===== config.mk =====
export PLATFORM = sky130hd
export DESIGN_NAME = fetch_addr_unit
export DESIGN_NICKNAME = d
export VERILOG_FILES = /design/src/rtl/pcs_pkg.sv /design/src/rtl/pcs_arb.sv /design/src/rtl/pcs_latch.sv /design/src/rtl/pcs_stack.sv /design/src/rtl/pcs_core.sv /design/src/rtl/fetch_addr_unit.sv
export SDC_FILE = /design/constraint.sdc
export NUM_CORES = 1
export LEC_CHECK = 0
export BUFFER_PORTS_ARGS = -buffer_cell sky130_fd_sc_hd__buf_4
export CORE_UTILIZATION = 64
export CTS_CLUSTER_SIZE = 40
export DETAILED_ROUTE_END_ITERATION = 6
export GPL_TIMING_DRIVEN = 1
export PLACE_DENSITY = 0.93
export REMOVE_ABC_BUFFERS = 1
export SYNTH_ARGS = -nofsm -noshare
export SYNTH_HDL_FRONTEND = slang
export SYNTH_SLANG_ARGS = --single-unit

===== constraint.sdc =====
create_clock -name clk -period 7.3 [get_ports clk]
set_input_delay 0.73 -clock clk [delete_from_list [all_inputs] [get_ports clk]]
set_output_delay 0.73 -clock clk [all_outputs]
set_load 0.02 [all_outputs]

===== src/rtl/pcs_pkg.sv =====
package pcs_pkg;
  // One winning command per cycle, after priority arbitration.
  typedef enum logic [2:0] {
    CMD_HOLD = 3'd0,
    CMD_STEP = 3'd1,
    CMD_LOWR = 3'd2,
    CMD_JUMP = 3'd3,
    CMD_CALL = 3'd4,
    CMD_RET  = 3'd5,
    CMD_IRQ  = 3'd6
  } pc_cmd_e;
endpackage


===== src/rtl/pcs_arb.sv =====
module pcs_arb
  import pcs_pkg::*;
(
  input  logic    clk,
  input  logic    rst_n,
  input  logic    step_i,
  input  logic    lo_wr_i,
  input  logic    jump_i,
  input  logic    call_i,
  input  logic    ret_i,
  input  logic    irq_i,
  output pc_cmd_e cmd_o
);
  always_comb begin
    if (irq_i)        cmd_o = CMD_IRQ;
    else if (ret_i)   cmd_o = CMD_RET;
    else if (call_i)  cmd_o = CMD_CALL;
    else if (jump_i)  cmd_o = CMD_JUMP;
    else if (lo_wr_i) cmd_o = CMD_LOWR;
    else if (step_i)  cmd_o = CMD_STEP;
    else              cmd_o = CMD_HOLD;
  end


  irq_wins_chk: assert property (@(posedge clk) disable iff (!rst_n)
    irq_i |-> cmd_o == CMD_IRQ);

  ret_over_call_chk: assert property (@(posedge clk) disable iff (!rst_n)
    (!irq_i && ret_i) |-> cmd_o == CMD_RET);
endmodule


===== src/rtl/pcs_latch.sv =====
module pcs_latch #(
  parameter int HI_W = 5
) (
  input  logic            clk,
  input  logic            rst_n,
  input  logic            wr_i,
  input  logic [HI_W-1:0] wdata_i,
  output logic [HI_W-1:0] latch_o
);
  always_ff @(posedge clk) begin
    if (!rst_n)    latch_o <= '0;
    else if (wr_i) latch_o <= wdata_i;
  end


  latch_hold_chk: assert property (@(posedge clk) disable iff (!rst_n)
    !wr_i |=> $stable(latch_o));

  latch_load_chk: assert property (@(posedge clk) disable iff (!rst_n)
    wr_i |=> latch_o == $past(wdata_i));
endmodule


===== src/rtl/pcs_stack.sv =====
module pcs_stack #(
  parameter int DEPTH = 8,
  parameter int W     = 13
) (
  input  logic         clk,
  input  logic         rst_n,
  input  logic         push_i,
  input  logic         pop_i,
  input  logic [W-1:0] push_data_i,
  output logic [W-1:0] top_data_o
);
  localparam int PTR_W = (DEPTH > 1) ? $clog2(DEPTH) : 1;
  localparam logic [PTR_W-1:0] LAST = PTR_W'(DEPTH - 1);

  logic [PTR_W-1:0] ptr_q;
  logic [PTR_W-1:0] ptr_inc;
  logic [PTR_W-1:0] ptr_dec;
  logic [W-1:0]     ent_q [DEPTH];

  // Pointer arithmetic that wraps at DEPTH, whether or not DEPTH is a power of two.
  function automatic logic [PTR_W-1:0] wrap_inc(input logic [PTR_W-1:0] p);
    return (p == LAST) ? '0 : p + PTR_W'(1);
  endfunction

  function automatic logic [PTR_W-1:0] wrap_dec(input logic [PTR_W-1:0] p);
    return (p == '0) ? LAST : p - PTR_W'(1);
  endfunction

  assign ptr_inc = wrap_inc(ptr_q);
  assign ptr_dec = wrap_dec(ptr_q);

  always_ff @(posedge clk) begin
    if (!rst_n)      ptr_q <= '0;
    else if (push_i) ptr_q <= ptr_inc;
    else if (pop_i)  ptr_q <= ptr_dec;
  end

  for (genvar g = 0; g < DEPTH; g++) begin : g_ent
    always_ff @(posedge clk) begin
      if (!rst_n)                                 ent_q[g] <= '0;
      else if (push_i && ptr_q == PTR_W'(g))      ent_q[g] <= push_data_i;
    end
  end

  assign top_data_o = ent_q[ptr_dec];


  ptr_up_chk: assert property (@(posedge clk) disable iff (!rst_n)
    (push_i && !pop_i) |=> ptr_q == wrap_inc($past(ptr_q)));

  ptr_dn_chk: assert property (@(posedge clk) disable iff (!rst_n)
    (pop_i && !push_i) |=> ptr_q == wrap_dec($past(ptr_q)));

  push_pop_excl_chk: assert property (@(posedge clk) disable iff (!rst_n)
    !(push_i && pop_i));
endmodule


===== src/rtl/pcs_core.sv =====
module pcs_core
  import pcs_pkg::*;
#(
  parameter int PC_W  = 13,
  parameter int LO_W  = 8,
  parameter int LIT_W = 11,
  parameter int VEC   = 4
) (
  input  logic                 clk,
  input  logic                 rst_n,
  input  pc_cmd_e              cmd_i,
  input  logic [PC_W-LO_W-1:0] latch_i,
  input  logic [LIT_W-1:0]     lit_i,
  input  logic [LO_W-1:0]      lo_wdata_i,
  input  logic [PC_W-1:0]      pop_data_i,
  output logic [PC_W-1:0]      pc_o,
  output logic                 push_o,
  output logic                 pop_o,
  output logic [PC_W-1:0]      push_data_o
);
  localparam int HI_W   = PC_W - LO_W;
  localparam int PAGE_W = PC_W - LIT_W;
  localparam logic [PC_W-1:0] VEC_ADDR = PC_W'(VEC);

  logic [PC_W-1:0] pc_d;

  function automatic logic [PC_W-1:0] seq_next(input logic [PC_W-1:0] a);
    return a + PC_W'(1);
  endfunction

  function automatic logic [PC_W-1:0] paged_target(input logic [HI_W-1:0] lat,
                                                   input logic [LIT_W-1:0] lit);
    return {lat[HI_W-1 -: PAGE_W], lit};
  endfunction

  function automatic logic [PC_W-1:0] byte_target(input logic [HI_W-1:0] lat,
                                                  input logic [LO_W-1:0] b);
    return {lat, b};
  endfunction

  always_comb begin
    unique case (cmd_i)
      CMD_IRQ:  pc_d = VEC_ADDR;
      CMD_RET:  pc_d = pop_data_i;
      CMD_CALL: pc_d = paged_target(latch_i, lit_i);
      CMD_JUMP: pc_d = paged_target(latch_i, lit_i);
      CMD_LOWR: pc_d = byte_target(latch_i, lo_wdata_i);
      CMD_STEP: pc_d = seq_next(pc_o);
      default:  pc_d = pc_o;
    endcase
  end

  assign push_o      = (cmd_i == CMD_CALL) || (cmd_i == CMD_IRQ);
  assign pop_o       = (cmd_i == CMD_RET);
  assign push_data_o = (cmd_i == CMD_IRQ) ? pc_o : seq_next(pc_o);

  always_ff @(posedge clk) begin
    if (!rst_n) pc_o <= '0;
    else        pc_o <= pc_d;
  end


  step_inc_chk: assert property (@(posedge clk) disable iff (!rst_n)
    cmd_i == CMD_STEP |=> pc_o == $past(pc_o) + PC_W'(1));

  hold_pc_chk: assert property (@(posedge clk) disable iff (!rst_n)
    cmd_i == CMD_HOLD |=> $stable(pc_o));

  lowr_byte_chk: assert property (@(posedge clk) disable iff (!rst_n)
    cmd_i == CMD_LOWR |=> pc_o[LO_W-1:0] == $past(lo_wdata_i));

  jump_lit_chk: assert property (@(posedge clk) disable iff (!rst_n)
    cmd_i == CMD_JUMP |=> pc_o[LIT_W-1:0] == $past(lit_i));

  irq_vec_chk: assert property (@(posedge clk) disable iff (!rst_n)
    cmd_i == CMD_IRQ |=> pc_o == VEC_ADDR);

  ret_pop_chk: assert property (@(posedge clk) disable iff (!rst_n)
    cmd_i == CMD_RET |=> pc_o == $past(pop_data_i));
endmodule


===== src/rtl/fetch_addr_unit.sv =====
module fetch_addr_unit
  import pcs_pkg::*;
#(
  parameter int PC_W        = 13,
  parameter int LO_W        = 8,
  parameter int LIT_W       = 11,
  parameter int STACK_DEPTH = 8,
  parameter int VEC         = 4
) (
  input  logic                 clk,
  input  logic                 rst_n,
  input  logic                 step_i,
  input  logic                 lo_wr_i,
  input  logic [LO_W-1:0]      lo_wdata_i,
  input  logic                 hi_wr_i,
  input  logic [PC_W-LO_W-1:0] hi_wdata_i,
  input  logic                 jump_i,
  input  logic                 call_i,
  input  logic                 ret_i,
  input  logic [LIT_W-1:0]     lit_i,
  input  logic                 irq_i,
  output logic [PC_W-1:0]      fetch_addr_o,
  output logic [LO_W-1:0]      pc_lo_o
);
  localparam int HI_W = PC_W - LO_W;

  pc_cmd_e         cmd;
  logic [HI_W-1:0] latch;
  logic            push;
  logic            pop;
  logic [PC_W-1:0] push_data;
  logic [PC_W-1:0] pop_data;

  pcs_arb u_arb (
    .clk     (clk),
    .rst_n   (rst_n),
    .step_i  (step_i),
    .lo_wr_i (lo_wr_i),
    .jump_i  (jump_i),
    .call_i  (call_i),
    .ret_i   (ret_i),
    .irq_i   (irq_i),
    .cmd_o   (cmd)
  );

  pcs_latch #(.HI_W(HI_W)) u_latch (
    .clk     (clk),
    .rst_n   (rst_n),
    .wr_i    (hi_wr_i),
    .wdata_i (hi_wdata_i),
    .latch_o (latch)
  );

  pcs_stack #(.DEPTH(STACK_DEPTH), .W(PC_W)) u_stack (
    .clk         (clk),
    .rst_n       (rst_n),
    .push_i      (push),
    .pop_i       (pop),
    .push_data_i (push_data),
    .top_data_o  (pop_data)
  );

  pcs_core #(.PC_W(PC_W), .LO_W(LO_W), .LIT_W(LIT_W), .VEC(VEC)) u_core (
    .clk         (clk),
    .rst_n       (rst_n),
    .cmd_i       (cmd),
    .latch_i     (latch),
    .lit_i       (lit_i),
    .lo_wdata_i  (lo_wdata_i),
    .pop_data_i  (pop_data),
    .pc_o        (fetch_addr_o),
    .push_o      (push),
    .pop_o       (pop),
    .push_data_o (push_data)
  );

  assign pc_lo_o = fetch_addr_o[LO_W-1:0];


  reset_pc_chk: assert property (@(posedge clk)
    !rst_n |=> fetch_addr_o == '0);

  lo_view_chk: assert property (@(posedge clk) disable iff (!rst_n)
    lo_wr_i && !step_i && !jump_i && !call_i && !ret_i && !irq_i
      |=> fetch_addr_o[PC_W-1:LO_W] == $past(latch));
endmodule


# Word level (Yosys, flattened, before mapping)
# Memories as Yosys holds them, arrays and structs flattened.
# Cells that the tools add are included.
dict set report totals {
  ff_bits 21
  ram_bits 104
  word_cells 86
  out_inout_bits 21
  memories 1
  inputBits 33
}
# name words width rd rd_clocked_by_memory_dff wr line_no
set mem_list {}
lappend mem_list {u_stack.ent_q 8 13 1 0 8 pcs_stack.sv:18} ;# logic [W-1:0] ent_q [DEPTH];
dict set report op_classes {
  add_sub_neg 3
  n_eq_ne 13
  mux 45
  reduce_logical 13
  bitwise 8
}
# operator count
set op_table {}
lappend op_table {{$mux W13} 9}
lappend op_table {{$pmux W13 S5} 1}
lappend op_table {{$mux W3} 9}
lappend op_table {{$mux W1} 26}
lappend op_table {{$eq A3 B3 Y1 const B} 7}
lappend op_table {{$add A13 B1 Y13 const B} 1}
lappend op_table {{$eq A3 B2 Y1 const B} 4}
lappend op_table {{$logic_and A1 B1 Y1} 8}
lappend op_table {{$or A1 B1 Y1} 8}
lappend op_table {{$eq A3 B1 Y1 const B} 2}
lappend op_table {{$reduce_bool A5 Y1} 1}
lappend op_table {{$add A3 B1 Y3 const B} 1}
lappend op_table {{$logic_not A3 Y1} 1}
lappend op_table {{$sub A3 B1 Y3 const B} 1}
lappend op_table {{$reduce_bool A2 Y1} 1}
lappend op_table {{$reduce_or A2 Y1} 1}
lappend op_table {{$logic_or A1 B1 Y1} 1}

# Logic depth before layout (Yosys ltp)
dict set report logic_depth {
  depth_word 13
  mapped_depth 9
  depth_no_buf 7
}

# Modules after synthesis
# Synthesis repeated with hierarchy kept, for this count alone.
dict set report unflattened {
  cells_unflattened 634
  hier_area_um2 7051.8
}
# module cells_each area_each_um2 instances seq_area_each_um2
set modules_own_cells {}
lappend modules_own_cells {pcs_stack 420 5370.2 1 3183.1}
lappend modules_own_cells {pcs_core 182 1378.8 1 260.2}
lappend modules_own_cells {pcs_latch 16 192.7 1 100.1}
lappend modules_own_cells {fetch_addr_unit 8 60.1 1 0.0}
lappend modules_own_cells {pcs_arb 8 50.0 1 0.0}

# Worst setup path before layout
# OpenSTA, ideal clock, no wires.
dict set report synth_path {
  kind {input port to flip-flop}
  startpoint {in ret_i}
  endpoint {mem u_stack.ent_q[0][0] (enable)}
  required_ns 6.899
  cell_stages 6
  n_path_buf 2
  path_slack_ns 4.678
  setup_time_ns 0.401
  arrival_time_ns 2.221
  path_cell_list {buf_4 > inv_2 > a21o_1 > buf_2 > inv_1 > o21ai_0}
}
# item line_no
set synth_rtl {}
lappend synth_rtl {{from (decl)} fetch_addr_unit.sv:19} ;# input logic ret_i,
lappend synth_rtl {{to (decl)} pcs_stack.sv:18}

# Worst setup path in the final report
dict set report layout_path {
  startpoint {reg u_stack.ptr_q[0]}
  endpoint {reg u_core.pc_o[8]}
}
dict set report layout_via {
  elab_chain_len 4
  word_cells_on_any_way 5
  classes_between {add/sub: 1; mux: 2; reduce/logical: 1; memory: 1}
}
# item line_no
set layout_rtl {}
lappend layout_rtl {{from (decl)} pcs_stack.sv:15} ;# logic [PTR_W-1:0] ptr_q;
lappend layout_rtl {{from (signal assigned)} pcs_stack.sv:34} ;# else if (push_i) ptr_q <= ptr_inc;
lappend layout_rtl {{from (signal assigned)} pcs_stack.sv:35} ;# else if (pop_i) ptr_q <= ptr_dec;
lappend layout_rtl {{$sub A3 B1 Y3 or $logic_not A3 Y1 (tied branches)} pcs_stack.sv:26} ;# return (p == '0) ? LAST : p - PTR_W'(1);
lappend layout_rtl {{$mux W3 (*)} pcs_stack.sv:26}
lappend layout_rtl {{$mem_v2 Z8 W13 (*)} -}
lappend layout_rtl {{$pmux W13 S5 (*)} pcs_core.sv:42} ;# unique case (cmd_i)
lappend layout_rtl {{to (signal assigned)} pcs_core.sv:59} ;# else pc_o <= pc_d;
lappend layout_rtl {{to (decl)} pcs_core.sv:16} ;# output logic [PC_W-1:0] pc_o,
# Mark *: on every way between the ends. The rest lies on a longest branch, timed or not.
# A chain may end at the register's enable or synchronous reset.

==> results.sh <==
export IMPL_outcome="finished, final reports clean"
export IMPL_setup_viol=0
export IMPL_synth_ff_type="edfxtp_1"
export IMPL_synth_area_leader_cell="edfxtp_1"
export IMPL_clk_pin_slew_ps=60
export IMPL_grtUsageTotal=0.364
export IMPL_ys_ff_latch=125
export IMPL_std_cell_rows=35
export IMPL_overflow=0
export IMPL_vias=4725
export IMPL_min_period_over_period=0.407
export IMPL_cpLargestDelayFamily="simple AND/OR/NAND/NOR gates"
export IMPL_start_util=0.666
export IMPL_crit_type="register to register"
export IMPL_numCtsBuffers=17
export IMPL_slowest_delay_ps=1020
export IMPL_fin_worst_skew_ps=8.10
export IMPL_worst_setup_path_end_kind="register"
export IMPL_cts_max_level=4
export IMPL_register_area_mm2=0.00354
export IMPL_grt_max_degree=27
export IMPL_netlist_top_cells_area="edfxtp_1 (50%), nor2_1 (7.4%), mux4_2 (6.9%), dfxtp_1 (6.8%), xnor2_1 (2.5%)"
export IMPL_clk_latency_ps=530
export IMPL_cp_slowest_cell="nor2b_1"
export IMPL_fin_util=0.762
export IMPL_slew_viol_final=0
export IMPL_diodes=0
export IMPL_die_area_mm2=0.0101
export IMPL_postCtsHoldBufs=0
export IMPL_comb_power_share=0.136
export IMPL_synth_edf_count=104
export IMPL_cts_sinks=125
export IMPL_rsz0062_at_grt="false"
export IMPL_placed_area_mm2=0.00653
export IMPL_die_w_um=101
export IMPL_multi_input_area_mm2=0.00238
export IMPL_hold_viol_final=0
export IMPL_maxCapViolCount=0
export IMPL_io_buffers=53
export IMPL_yosys_top_cells_count="nor2_1 (122), edfxtp_1 (104), buf_2 (27)"
export IMPL_worstPathRequired_ps=7740
export IMPL_postSynthCellCount=513
export IMPL_power_leakage_nw=2.57
export IMPL_post_cts_buffers=0
export IMPL_internal_power_mw=1.44
export IMPL_synth_most_common_cell="nor2_1"
export IMPL_grt_pass1_vias=4735
export IMPL_power_density_mw_per_mm2=276
export IMPL_worstSetupStartpointType="register"
export IMPL_fillers=545
export IMPL_drtIter0Drc=627
export IMPL_clockPowerShare=0.432
export IMPL_drive_gt1_frac=0.216
export IMPL_drcViolationCount=0
export IMPL_tns_ps=0
export IMPL_cts_tree="done"
export IMPL_hold_path_class="input pin to register"
export IMPL_syn_area_mm2=0.00621
export IMPL_finalNetCount=583
export IMPL_switching_share=0.265
export IMPL_fin_crit_ps=2970
export IMPL_cts_resized=0
export IMPL_crit_path_cell_trace="inv_2 -> ha_1 -> nor3_2 -> a21oi_2 -> nor2b_1 -> a22oi_1 -> o211ai_1"
export IMPL_p_switching_uw=519
export IMPL_synthArstFlopShare=0
export IMPL_grt_pass1_wl_um=26000
export IMPL_ant_nets=0
export IMPL_yosysSeqAreaShare=0.571
export IMPL_post_drt_wl_per_cell_um=25.3
export IMPL_yosys_warnings=0
export IMPL_ir_drop_mv=0.127
export IMPL_netlist_area_leader_share=0.503
export IMPL_critPathBufInv=1
export IMPL_crit_fanout=11
export IMPL_fin_area_mm2=0.00711
export IMPL_worstMarginPinSlew_ps=1240
export IMPL_first_pass_iters=5
export IMPL_max_freq_mhz=337
export IMPL_antenna_found_initial=0
export IMPL_dp_hpwl_um=10400
export IMPL_syn2layout_area_growth_pct=14.5
export IMPL_finalWorstSetupSlack_ps=4330
export IMPL_drt_vias_per_instance=6.91
export IMPL_slew_headroom=0.173
export IMPL_core_area_mm2=0.00933
export IMPL_cts_root_buf="clkbuf_8"
export IMPL_wirelength_um=17300
export IMPL_gp_congestion=0.880
export IMPL_die_height_um=101
export IMPL_synth_cell_types=61
export IMPL_p_total_mw=1.96
export IMPL_place_ws_ps=4500
export IMPL_pwr_share_seq=0.433
export IMPL_critPathArrivalTime_ps=3410
export IMPL_syn_mean_instance_area_um2=12.1
export IMPL_ios=54
export IMPL_cts_buffer_depth=2
-- metrics by stage --
stage,hold WS (ps),instances
finish,439,684
global route,464,684
CTS,448,684
detailed placement,487,652
global placement,480,652
floorplan,460,468
-- routing by layer --
layer / vias to the layer above / routed length [um] / track usage
met5: - / 0 / 0
li1: 1937 / - / -
met1: 2264 / 6050 / 0.437
met2: 436 / 8380 / 0.578
met4: 0 / 750 / 0.237
met3: 88 / 2100 / 0.105
-- worst reg2reg max path, cell delays in order, from the launching register on --
cell,delay (ps)
dfxtp_1,420
inv_2,160
ha_1,350
nor3_2,90
a21oi_2,290
nor2b_1,1020
a22oi_1,260
o211ai_1,280
-- flip-flops by register name (all words and copies together) (netlist names) --
name             flops
u_stack.ptr_q        3
u_core.pc_o         13
u_latch.latch_o      5
u_stack.ent_q      104
-- power groups by stage --
stage          clock network, mW  registers [mW]  logic, mW
6_report                   0.847           0.849      0.266
5_1_grt                    0.870           0.852      0.278
4_1_cts                    0.837           0.848      0.261
3_5_place_dp                   0           0.861      0.256
3_3_place_gp                   0           0.856      0.246
2_1_floorplan                  0           0.861      0.155
-- final timing paths --
check                                                      from                              end  slack, ps  depth (start not counted)
worst max-delay path              u_stack.ptr_q[0]$_SDFFE_PN0P_      u_core.pc_o[8]$_SDFFE_PN0P_       4330                          7
worst min-delay path                              hi_wdata_i[3]  u_latch.latch_o[3]$_SDFFE_PN0P_        440                          3
worst max register to register    u_stack.ptr_q[0]$_SDFFE_PN0P_      u_core.pc_o[8]$_SDFFE_PN0P_       4330                          7
worst min register to register  u_latch.latch_o[3]$_SDFFE_PN0P_  u_latch.latch_o[3]$_SDFFE_PN0P_        500                          2
-- cells by family after synthesis --
logic type / Yosys count / synth area share
AND/OR/NAND/NOR: 197 / 0.142
flip-flops: 125 / 0.571
AO/OA/AOI/OAI: 70 / 0.0820
buffers and inverters: 52 / 0.0473
multiplexers: 37 / 0.109
XOR/XNOR: 24 / 0.0338
adder cells (fa/ha/maj): 8 / 0.0161
-- layout by cell type, fill, tap and decap left out, drive strengths merged, types with 9 or more instances in the layout --
master,instances
nand2,26
dfxtp,21
mux4,23
mux2i,13
nand3,17
nor2,122
clkbuf,17
o21ai,13
inv,9
a22oi,11
xnor2,18
buf,55
edfxtp,104
a21oi,10
-- cell type report --
type / instances / area share
clock buffer: 17 / 0.0582
clock inverter: 15 / 0.0241
inverter: 7 / 0.00440
multi-input combinational: 336 / 0.334
sequential: 125 / 0.498
tap: 129 / 0.0227
timing repair buffer: 55 / 0.0581
Power figures use the tool's default switching activity.
